$ cat src/rtl/spi_fifo_pkg.sv
package spi_fifo_pkg;

  typedef enum logic [1:0] {
    ENG_IDLE  = 2'd0,
    ENG_LOAD  = 2'd1,
    ENG_SHIFT = 2'd2,
    ENG_PUSH  = 2'd3
  } eng_state_t;

  localparam logic [1:0] ADDR_DATA = 2'd0;
  localparam logic [1:0] ADDR_STAT = 2'd1;
  localparam logic [1:0] ADDR_CFG  = 2'd2;

  // status word bit positions
  localparam int ST_GO   = 0;
  localparam int ST_SRST = 1;
  localparam int ST_FIN  = 6;

  // configuration word bit positions
  localparam int CF_CPOL   = 0;
  localparam int CF_RDPH   = 1;
  localparam int CF_LSB    = 4;
  localparam int CF_CSHI   = 5;
  localparam int CF_IE_TXE = 11;
  localparam int CF_IE_RXF = 14;
  localparam int CF_IE_FIN = 15;

endpackage

$ cat src/rtl/spi_byte_fifo.sv
module spi_byte_fifo #(
  parameter int WIDTH = 8,
  parameter int DEPTH = 16
) (
  input  logic                       clk,
  input  logic                       rst,
  input  logic                       push,
  input  logic [WIDTH-1:0]           wdata,
  input  logic                       pop,
  output logic [WIDTH-1:0]           rdata,
  output logic [$clog2(DEPTH):0]     count,
  output logic                       empty,
  output logic                       full
);
  localparam int AW = $clog2(DEPTH);
  localparam int CW = AW + 1;

  logic [WIDTH-1:0] mem [DEPTH];
  logic [AW-1:0]    wr_ptr, rd_ptr;
  logic [CW-1:0]    cnt;
  logic             do_push, do_pop;

  assign empty   = (cnt == '0);
  assign full    = (cnt == CW'(DEPTH));
  assign do_push = push && !full;
  assign do_pop  = pop && !empty;
  assign rdata   = mem[rd_ptr];
  assign count   = cnt;

  // storage kept free of reset so it maps onto distributed or block RAM
  always_ff @(posedge clk) begin
    if (do_push) mem[wr_ptr] <= wdata;
  end

  always_ff @(posedge clk) begin
    if (rst) begin
      wr_ptr <= '0;
      rd_ptr <= '0;
      cnt    <= '0;
    end else begin
      if (do_push) wr_ptr <= (wr_ptr == AW'(DEPTH-1)) ? '0 : wr_ptr + 1'b1;
      if (do_pop)  rd_ptr <= (rd_ptr == AW'(DEPTH-1)) ? '0 : rd_ptr + 1'b1;
      case ({do_push, do_pop})
        2'b10:   cnt <= cnt + 1'b1;
        2'b01:   cnt <= cnt - 1'b1;
        default: cnt <= cnt;
      endcase
    end
  end

  AST_FIFO_BOUND: assert property (@(posedge clk) disable iff (rst)
    cnt <= CW'(DEPTH));

endmodule

$ cat src/rtl/spi_shift_engine.sv
module spi_shift_engine
  import spi_fifo_pkg::*;
#(
  parameter int LEN_W = 8,
  parameter int DIV_W = 16
) (
  input  logic             clk,
  input  logic             rst,
  input  logic             start,
  input  logic [LEN_W-1:0] tx_len,
  input  logic [LEN_W-1:0] total_len,
  input  logic [DIV_W-1:0] div_sel,
  input  logic             cpol,
  input  logic             cpha,
  input  logic             lsb_first,
  input  logic             cs_high,
  input  logic [7:0]       tx_byte,
  input  logic             tx_empty,
  input  logic             rx_full,
  input  logic             miso,
  output logic             tx_pop,
  output logic             rx_push,
  output logic [7:0]       rx_byte,
  output logic             done,
  output logic             active,
  output logic             sclk,
  output logic             mosi,
  output logic             cs
);
  eng_state_t       state;
  logic [DIV_W-1:0] hcnt;
  logic [3:0]       ecnt;
  logic             ph, act, mosi_q;
  logic [7:0]       tx_sh, rx_sh;
  logic [LEN_W-1:0] byte_idx;

  logic       need_tx, can_go, last_byte, at_edge, leading, smp_now, drv_now;
  logic [7:0] load_val;

  function automatic logic head_bit(input logic [7:0] b, input logic lsb);
    return lsb ? b[0] : b[7];
  endfunction

  function automatic logic [7:0] advance(input logic [7:0] b, input logic lsb);
    return lsb ? {1'b0, b[7:1]} : {b[6:0], 1'b0};
  endfunction

  assign need_tx   = (byte_idx < tx_len);
  assign can_go    = !rx_full && !(need_tx && tx_empty);
  assign load_val  = need_tx ? tx_byte : 8'h00;
  assign last_byte = (({1'b0, byte_idx} + 1'b1) == {1'b0, total_len});
  assign at_edge   = (state == ENG_SHIFT) && (hcnt == div_sel);
  assign leading   = !ecnt[0];
  assign smp_now   = cpha ? !leading : leading;
  assign drv_now   = cpha ? leading : !leading;

  assign tx_pop  = (state == ENG_LOAD) && can_go && need_tx;
  assign rx_push = (state == ENG_PUSH);
  assign rx_byte = rx_sh;
  assign done    = (state == ENG_PUSH) && last_byte;
  assign active  = act;
  assign sclk    = ph ^ cpol;
  assign mosi    = mosi_q;
  assign cs      = act ? cs_high : !cs_high;

  always_ff @(posedge clk) begin
    if (rst) begin
      state    <= ENG_IDLE;
      hcnt     <= '0;
      ecnt     <= '0;
      ph       <= 1'b0;
      act      <= 1'b0;
      mosi_q   <= 1'b0;
      tx_sh    <= '0;
      rx_sh    <= '0;
      byte_idx <= '0;
    end else begin
      case (state)
        ENG_IDLE: begin
          if (start) begin
            state    <= ENG_LOAD;
            act      <= 1'b1;
            byte_idx <= '0;
          end
        end
        ENG_LOAD: begin
          if (can_go) begin
            hcnt  <= '0;
            ecnt  <= '0;
            state <= ENG_SHIFT;
            if (!cpha) begin
              mosi_q <= head_bit(load_val, lsb_first);
              tx_sh  <= advance(load_val, lsb_first);
            end else begin
              tx_sh  <= load_val;
            end
          end
        end
        ENG_SHIFT: begin
          if (hcnt == div_sel) begin
            hcnt <= '0;
            ph   <= !ph;
            ecnt <= ecnt + 1'b1;
            if (smp_now)
              rx_sh <= lsb_first ? {miso, rx_sh[7:1]} : {rx_sh[6:0], miso};
            if (drv_now) begin
              mosi_q <= head_bit(tx_sh, lsb_first);
              tx_sh  <= advance(tx_sh, lsb_first);
            end
            if (ecnt == 4'd15) state <= ENG_PUSH;
          end else begin
            hcnt <= hcnt + 1'b1;
          end
        end
        ENG_PUSH: begin
          byte_idx <= byte_idx + 1'b1;
          if (last_byte) begin
            state <= ENG_IDLE;
            act   <= 1'b0;
          end else begin
            state <= ENG_LOAD;
          end
        end
        default: state <= ENG_IDLE;
      endcase
    end
  end

  AST_RX_ROOM: assert property (@(posedge clk) disable iff (rst)
    rx_push |-> !rx_full);

  AST_TX_HAS_DATA: assert property (@(posedge clk) disable iff (rst)
    tx_pop |-> !tx_empty);

  AST_SCLK_IDLE: assert property (@(posedge clk) disable iff (rst)
    (state == ENG_LOAD || !act) |-> (sclk == cpol));

  AST_CS_RELEASE: assert property (@(posedge clk) disable iff (rst)
    $fell(act) |-> ($past(rx_push) || $past(rst)));

  AST_EDGE_IN_SHIFT: assert property (@(posedge clk) disable iff (rst)
    $changed(ph) |-> ($past(state) == ENG_SHIFT || $past(rst)));

endmodule

$ cat src/rtl/spi_fifo_master.sv
module spi_fifo_master
  import spi_fifo_pkg::*;
#(
  parameter int FIFO_DEPTH = 16,
  parameter int LEN_W      = 8,
  parameter int DIV_W      = 16
) (
  input  logic        clk,
  input  logic        rst,
  input  logic        bus_wr,
  input  logic        bus_rd,
  input  logic [1:0]  bus_addr,
  input  logic [31:0] bus_wdata,
  output logic [31:0] bus_rdata,
  output logic        sclk,
  output logic        mosi,
  input  logic        miso,
  output logic        cs,
  output logic        irq
);
  localparam int CW = $clog2(FIFO_DEPTH) + 1;

  logic [31:0]      cfg_q, rdata_q;
  logic [LEN_W-1:0] tx_len_q, tot_len_q;
  logic             fin_q, irq_q;

  logic wr_data, wr_stat, wr_cfg, rd_data, srst, core_rst, start;
  logic eng_active, eng_done, tx_pop, rx_push;
  logic [7:0] tx_head, rx_head, rx_in;
  logic [CW-1:0] tx_cnt, rx_cnt;
  logic tx_empty, tx_full, rx_empty, rx_full;
  logic [31:0] stat_word;

  assign wr_data  = bus_wr && (bus_addr == ADDR_DATA);
  assign wr_stat  = bus_wr && (bus_addr == ADDR_STAT);
  assign wr_cfg   = bus_wr && (bus_addr == ADDR_CFG);
  assign rd_data  = bus_rd && (bus_addr == ADDR_DATA);
  assign srst     = wr_stat && bus_wdata[ST_SRST];
  assign core_rst = rst || srst;
  assign start    = wr_stat && bus_wdata[ST_GO] && !bus_wdata[ST_SRST]
                    && (bus_wdata[31:24] != 8'd0) && !eng_active;

  spi_byte_fifo #(.WIDTH(8), .DEPTH(FIFO_DEPTH)) u_tx_fifo (
    .clk(clk), .rst(core_rst), .push(wr_data), .wdata(bus_wdata[7:0]),
    .pop(tx_pop), .rdata(tx_head), .count(tx_cnt), .empty(tx_empty), .full(tx_full)
  );

  spi_byte_fifo #(.WIDTH(8), .DEPTH(FIFO_DEPTH)) u_rx_fifo (
    .clk(clk), .rst(core_rst), .push(rx_push), .wdata(rx_in),
    .pop(rd_data), .rdata(rx_head), .count(rx_cnt), .empty(rx_empty), .full(rx_full)
  );

  spi_shift_engine #(.LEN_W(LEN_W), .DIV_W(DIV_W)) u_engine (
    .clk(clk), .rst(core_rst), .start(start),
    .tx_len(tx_len_q), .total_len(tot_len_q),
    .div_sel(DIV_W'(cfg_q[31:16])),
    .cpol(cfg_q[CF_CPOL]), .cpha(cfg_q[CF_RDPH]),
    .lsb_first(cfg_q[CF_LSB]), .cs_high(cfg_q[CF_CSHI]),
    .tx_byte(tx_head), .tx_empty(tx_empty), .rx_full(rx_full), .miso(miso),
    .tx_pop(tx_pop), .rx_push(rx_push), .rx_byte(rx_in), .done(eng_done),
    .active(eng_active), .sclk(sclk), .mosi(mosi), .cs(cs)
  );

  assign stat_word = {8'(tot_len_q), 8'(tx_len_q), 4'(rx_cnt), 4'(tx_cnt),
                      1'b0, fin_q, rx_full, rx_empty, tx_full & 1'b0, tx_empty, 2'b00};

  always_ff @(posedge clk) begin
    if (rst) cfg_q <= '0;
    else if (wr_cfg) cfg_q <= bus_wdata;
  end

  always_ff @(posedge clk) begin
    if (core_rst) begin
      tx_len_q  <= '0;
      tot_len_q <= '0;
      fin_q     <= 1'b0;
    end else begin
      if (start) begin
        tx_len_q  <= LEN_W'(bus_wdata[23:16]);
        tot_len_q <= LEN_W'(bus_wdata[31:24]);
      end
      if (eng_done)                          fin_q <= 1'b1;
      else if (wr_stat && bus_wdata[ST_FIN]) fin_q <= 1'b0;
    end
  end

  always_ff @(posedge clk) begin
    if (rst) begin
      rdata_q <= '0;
      irq_q   <= 1'b0;
    end else begin
      if (bus_rd) begin
        case (bus_addr)
          ADDR_DATA: rdata_q <= rx_empty ? 32'd0 : {24'd0, rx_head};
          ADDR_STAT: rdata_q <= stat_word;
          ADDR_CFG:  rdata_q <= cfg_q;
          default:   rdata_q <= 32'd0;
        endcase
      end
      irq_q <= (cfg_q[CF_IE_TXE] && tx_empty) || (cfg_q[CF_IE_RXF] && rx_full)
               || (cfg_q[CF_IE_FIN] && fin_q);
    end
  end

  assign bus_rdata = rdata_q;
  assign irq       = irq_q;

  AST_FIN_W1C: assert property (@(posedge clk) disable iff (rst)
    (wr_stat && bus_wdata[ST_FIN] && !eng_done) |=> !fin_q);

  AST_BUSY_START_IGNORED: assert property (@(posedge clk) disable iff (rst)
    (eng_active && wr_stat && bus_wdata[ST_GO] && !bus_wdata[ST_SRST])
      |=> $stable(tot_len_q) && $stable(tx_len_q));

  AST_IRQ_QUIET: assert property (@(posedge clk) disable iff (rst)
    (!cfg_q[CF_IE_TXE] && !cfg_q[CF_IE_RXF] && !cfg_q[CF_IE_FIN]) |=> !irq);

  AST_FIN_WITH_RELEASE: assert property (@(posedge clk) disable iff (rst)
    $rose(fin_q) |-> !eng_active);

endmodule

$ cat config.mk
export PLATFORM = sky130hd
export DESIGN_NAME = spi_fifo_master
export DESIGN_NICKNAME = d
export VERILOG_FILES = /design/src/rtl/spi_fifo_pkg.sv /design/src/rtl/spi_byte_fifo.sv /design/src/rtl/spi_shift_engine.sv /design/src/rtl/spi_fifo_master.sv
export SDC_FILE = /design/constraint.sdc
export NUM_CORES = 1
export LEC_CHECK = 0
export ABC_AREA = 1
export BUFFER_PORTS_ARGS = -buffer_cell sky130_fd_sc_hd__buf_2
export CAP_MARGIN = 20
export CORE_ASPECT_RATIO = 1.25
export CORE_MARGIN = 1.5
export CORE_UTILIZATION = 45
export CTS_BUF_LIST = sky130_fd_sc_hd__clkbuf_8
export DETAILED_ROUTE_END_ITERATION = 7
export GPL_TIMING_DRIVEN = 0
export PLACE_DENSITY = 0.66
export SLEW_MARGIN = 40
export SYNTH_ARGS = -nofsm -noshare
export SYNTH_HDL_FRONTEND = slang
export SYNTH_SLANG_ARGS = --single-unit
$ cat constraint.sdc
create_clock -name clk -period 8.66 [get_ports clk]
set_input_delay 2.598 -clock clk [delete_from_list [all_inputs] [get_ports clk]]
set_output_delay 2.598 -clock clk [all_outputs]
set_load 0.005 [all_outputs]
# Yosys cells after proc, flatten, opt, wreduce, memory -nomap -nowiden
# Memories as Yosys holds them, arrays and structs flattened. A register that Yosys moved wholly into a read port is not among the register bits.
# Index checks and enable logic that the tools add are counted.
# totals
regBits	157
mem_count	2
ramBits	256
wordCells	170
inputBits	39
# memory_table
name	words	width	read_ports	rd_clocked_by_memory_dff	write_ports	line	source
u_rx_fifo.mem	16	8	1	1	1	spi_byte_fifo.sv:18	logic [WIDTH-1:0] mem [DEPTH];
u_tx_fifo.mem	16	8	1	1	1	spi_byte_fifo.sv:18	
# classes
add_sub_neg	12
eq_ne	25
order_cmp	1
n_bitwise	1
n_mux	54
reduce_logical	54
# ops
cell	n
32-bit one-hot mux with 3 select lines	1
8-bit 2-to-1 mux	10
4-bit 2-to-1 mux	10
16-bit 2-to-1 mux	2
16-bit one-hot mux with 2 select lines	1
8-bit one-hot mux with 2 select lines	2
1-bit logical AND	22
4-bit by 1-bit adder with 4-bit output (second input constant)	5
4-bit equality test (second input constant)	5
5-bit one-hot mux with 2 select lines	2
1-bit 2-to-1 mux	18
16-bit by 1-bit adder with 16-bit output (second input constant)	1
16-bit equality test	1
5-bit by 1-bit adder with 5-bit output (second input constant)	2
2-bit equality test (second input constant)	5
5-bit equality test (second input constant)	2
1-bit logical NOT	10
5-bit logical NOT	2
2-bit nonzero test	5
5-bit by 1-bit subtractor with 5-bit output (second input constant)	2
8-bit by 1-bit adder with 9-bit output (second input constant)	1
9-bit by 8-bit equality test with 1-bit output	1
3-bit AND reduction	3
8-bit by 1-bit adder with 8-bit output (second input constant)	1
15 further kinds	33

# Longest topological paths before layout
# logic_depth
ltp_word	9
ltp_mapped	19

# Cells and area by module
# Synthesis repeated with hierarchy kept, for this count alone.
# unflattened
hier_cells	2213
area_unflattened_um2	19720.2
# modules_own_cells
module	area_each_um2	cells_each	n_inst
spi_byte_fifo (u_rx_fifo)	6213.5	551	1
spi_byte_fifo (u_tx_fifo)	6206.0	549	1
spi_fifo_master	3666.0	521	1
spi_shift_engine	3634.7	592	1

# Worst setup path before layout
# Ideal clock, no wire load.
# synth_timing
kind	input-to-reg
start	input bus_wr
end	register u_tx_fifo.cnt[4], in the netlist u_tx_fifo.count[4]
path_slack_ns	4.131
t_required_ns	8.590
t_arrival_ns	4.459
cell_stages	13
path_cell_list	clkbuf_1 > nor3b_1 > nand2_1 > ha_1 > xor2_1 > ha_1 > a21o_1 > nand2_1 > nand2_1 > a21oi_1 > xor2_1 > nand2_1 > a21oi_1
# synth_between
elab_chain_len	4
word_cells_on_any_way	9
# synth_rtl
item	line	source
start, declared	spi_fifo_master.sv:10	input logic bus_wr,
1-bit logical AND	spi_fifo_master.sv:34	assign wr_data = bus_wr && (bus_addr == ADDR_DATA);
1-bit logical AND	spi_byte_fifo.sv:25	assign do_push = push && !full;
2-bit by 1-bit equality test with 1-bit output or 2-bit equality test (tied branches)	spi_byte_fifo.sv:43	case ({do_push, do_pop})
5-bit one-hot mux with 2 select lines or 2-bit nonzero test (tied branches)	n/a	
end signal, assigned	spi_byte_fifo.sv:44	2'b10: cnt <= cnt + 1'b1;
end signal, assigned	spi_byte_fifo.sv:45	2'b01: cnt <= cnt - 1'b1;
end signal, assigned	spi_byte_fifo.sv:46	default: cnt <= cnt;
end, declared	spi_byte_fifo.sv:20	logic [CW-1:0] cnt;
# Several ways; a longest one is shown, not always the timed one.
# A chain may end at the register's enable or synchronous reset.

# Worst setup path after layout
# layout_timing
start	input bus_addr[1]
end	register u_rx_fifo.cnt[4], in the netlist u_rx_fifo.count[4]
# layout_between
elab_chain_len	5
word_cells_on_any_way	11
# layout_rtl
item	line	source
start, declared	spi_fifo_master.sv:12	input logic [1:0] bus_addr,
2-bit logical NOT (*)	spi_fifo_master.sv:37	assign rd_data = bus_rd && (bus_addr == ADDR_DATA);
1-bit logical AND (*)	spi_fifo_master.sv:37	
1-bit logical AND (*)	spi_byte_fifo.sv:26	assign do_pop = pop && !empty;
via u_rx_fifo.do_pop	spi_byte_fifo.sv:21	logic do_push, do_pop;
2-bit by 1-bit equality test with 1-bit output or 2-bit equality test (tied branches)	spi_byte_fifo.sv:43	
5-bit one-hot mux with 2 select lines or 2-bit nonzero test (tied branches)	n/a	
end signal, assigned	spi_byte_fifo.sv:44	
end signal, assigned	spi_byte_fifo.sv:45	
end signal, assigned	spi_byte_fifo.sv:46	
end, declared	spi_byte_fifo.sv:20	
# Mark *: on every way through the listed nets, which the timed path passes. The rest lies on a longest branch.

==> metrics.yaml <==
status: "completed"
ys.flop_type: "edfxtp_1"
htreeDepth: 3
path_clk_slew_ns: 0.06
worst_path_max_delay_cell: "fa_1"
port_buffers: 71
timing.final.crit_share_pct: 53.26
ys_warn_count: 0
finClkSkew_ns: 0.03625
crit_cells: 16
seq_area_frac_synth_pct: 58.76
fmax_ghz: 0.2168
synthTopCellsByArea: "edfxtp_1 41%, dfxtp_1 18%, nand2_1 6.6%"
rrSetupSlack_ns: 5.63
worstSetupPathType: "in2reg"
via_per_inst: 5.470
drtIter0Drc: 1244
p_comb_share_pct: 7.2
worst_pin_slew_ns: 0.8260
grt_max_degree: 20
p_switching_mw: 1.046
dpl_cell_area_sq_um: 19780
cts_root_buffer: "clkbuf_8"
crit_chain: "buf_2 > nor2_1 > nand2_1 > inv_1 > nand2_1 > inv_1 > ha_1 > inv_1 > fa_1 > inv_1 > a31oi_1 > nor2_1 > nor2_1 > o21ai_0 > o21ai_0 > a21oi_1"
cts_tree: "yes"
path_buf_inv: 5
io_pins: 75
relSlewSlack_pct: 44.73
synth_fp_nets: 2067
tns_ns: 0
ant_nets: 0
dr.pass1.iters: 6
die_y_microns: 230.9
synth_area_sq_um: 18700
rr_startpoint: "u_engine.byte_idx[5]$_SDFFE_PP0P_"
synth_top_area_cell: "edfxtp_1"
hold_buffers: 0
overflow: 0
hold_viol_final: 0
die_w_microns: 185.4
rows: 83
critPathCapture: "u_rx_fifo.count[4]$_SDFFE_PP0P_"
antenna_found_initial: 2
holdCritPathClass: "reg2reg"
fill_cells: 3804
setup_viol: 0
start_kind: "input port"
cts_made_buffers: 68
r2r_end: "u_tx_fifo.count[4]$_SDFFE_PP0P_"
wl_microns: 50650
clk_latency_ns: 0.64
synthCells: 1994
fin_area_sq_um: 21150
critPathLaunch: "bus_addr[1]"
place_congestion: 0.9263
core-area_sq_um: 41020
finalCriticalPeriod_ns: 4.612
async_reset_ff_share_pct: 0
cp_common_cell: "inv_1"
dieArea_sq_um: 42800
ys_ff_latch: 421
routedWlPerCell_microns: 18.47
cts_resized: 0
final_nets: 2208
ir_drop_mv: 0.1410
seq_power_share_pct: 52.1
drc: 0
critPathTopFamily: "buffers and inverters"
grt_pass1_vias: 14532
rsz0062_at_grt: "false"
synth.distinct_cells: 49
end_kind: "flop"
cts_sinks: 421
critPathArrivalTime_ns: 5.16
cpPeakStageDelay_ns: 0.41
yosysMostFrequentCell: "nand2_1"
synth_common_cells: "331 x nand2_1, 256 x edfxtp_1, 214 x nor2_1"
reg2regPathDepth: 16
swShare_pct: 25.04
cp.required_ns: 9.21
path_max_fanout: 5
pwr-share-clk_pct: 40.7
vias: 14998
fin_util_pct: 51.56
syn_to_final_growth_pct: 13.08
drive_gt1_share_pct: 11.74
grt_pass1_wl_microns: 78120
synth_edf_count: 256
slew_viol_final: 0
initial_core_util_pct: 45.60
p_int_mw: 3.132
clk_path_buf_depth: 3
grt_usage_pct: 23.91
syn_area_per_cell_sq_um: 9.380
cap_viol_max_count: 0
power.density_nw_per_um2: 197.5
postCtsSetupBuffers: 0
dp_hpwl_microns: 35530
yosysTopAreaCellShare_pct: 41.10
cellLeakagePower_nw: 8.040
==> worst min path at each step <==
stage | cells past startpoint | slack [ns] | to | start
5_1_grt | 2 | 0.49 | cfg_q[13]$_SDFFE_PP0P_ | cfg_q[13]$_SDFFE_PP0P_
2_1_floorplan | 2 | 0.42 | cfg_q[6]$_SDFFE_PP0P_ | cfg_q[6]$_SDFFE_PP0P_
4_1_cts | 2 | 0.45 | cfg_q[6]$_SDFFE_PP0P_ | cfg_q[6]$_SDFFE_PP0P_
6_report | 2 | 0.46 | cfg_q[12]$_SDFFE_PP0P_ | cfg_q[12]$_SDFFE_PP0P_
3_3_place_gp | 2 | 0.44 | cfg_q[6]$_SDFFE_PP0P_ | cfg_q[6]$_SDFFE_PP0P_
3_5_place_dp | 2 | 0.44 | cfg_q[6]$_SDFFE_PP0P_ | cfg_q[6]$_SDFFE_PP0P_
==> per-stage QoR <==
stage               power (mW)  hold WS, ns  setup slack, ns  std cells
detailed placement       2.514       0.4441            3.524       2617
finish                   4.178       0.4575            4.048       2742
floorplan                2.406       0.4245            4.131       1994
global placement         2.507       0.4374            3.605       2617
global route             4.329       0.4862            3.807       2741
CTS                      4.196       0.4529            4.177       2741
==> per-layer routing <==
layer / up-vias / GRT usage, % / part of all wire, %
met1: 7121 / 29.86 / 41
met3: 140 / 4.685 / 7.5
li1: 7143 / - / -
met5: - / 0 / 0
met2: 594 / 39.48 / 48
met4: 0 / 11.66 / 3.9
==> worst register-to-register path: stages, from the launching register on <==
cell and delay (ns):
dfxtp_1 0.43, ha_1 0.28, a21oi_1 0.14, nor2_1 0.07, nor3_2 0.17, nand2_4 0.14
nor3_4 0.28, ha_1 0.34, xor2_1 0.14, ha_1 0.20, a21o_1 0.17, nand2_1 0.07
nand2_1 0.05, a21oi_1 0.15, xor2_1 0.16, nand2_1 0.07, a21oi_1 0.11
==> area by class of cell <==
type	count	area [sq um]	area share (%)
clock inverter	43	234.0	1.106
inverter	185	694.4	3.283
multi-input combinational	1288	6624	31.32
clock buffer	81	1115	5.271
antenna	1	2.502	0.01183
tap	552	690.7	3.265
buffer	100	445.4	2.106
sequential	421	10990	51.96
timing repair buffer	71	355.3	1.680
==> registers in the layout (all words and copies together) (netlist names), 8 cells and up, named ones only <==
signal and flops:
cfg_q 32, u_engine.hcnt 16, u_engine.rx_byte 8, tot_len_q 8, u_engine.tx_sh 8, u_engine.byte_idx 8
tx_len_q 8, bus_rdata 32, u_tx_fifo.mem 128, u_rx_fifo.mem 128
==> power groups by stage <==
stage	Sequential (mW)	Clock (mW)	Combinational (mW)
after floorplan	2.21	0	0.195
after global placement	2.22	0	0.290
after detailed placement	2.22	0	0.297
after CTS	2.17	1.72	0.299
after global routing	2.18	1.82	0.334
final	2.17	1.70	0.302
==> kinds of logic after synthesis <==
logic type	share of synthesized area [%]
flops	58.76
simple gates	19.02
buf+inv	6.094
fa+ha+maj	2.315
xor+xnor	1.779
compound gates	12.03
==> layout by cell type, fill, tap and decap left out, types with 12 or more instances in the layout <==
| cell | n |
|---|---|
| a21oi_1 | 128 |
| buf_2 | 97 |
| clkbuf_1 | 64 |
| clkbuf_8 | 81 |
| dfxtp_1 | 165 |
| edfxtp_1 | 256 |
| ha_1 | 33 |
| inv_1 | 202 |
| nand2_1 | 331 |
| nand3_1 | 182 |
| nand4_1 | 34 |
| nor2_1 | 194 |
| nor2_2 | 24 |
| nor3_1 | 16 |
| o211ai_1 | 21 |
| o21ai_0 | 191 |
| o221ai_1 | 28 |
| o22ai_1 | 12 |
| xor2_1 | 32 |
Power figures use the tool's default switching activity.
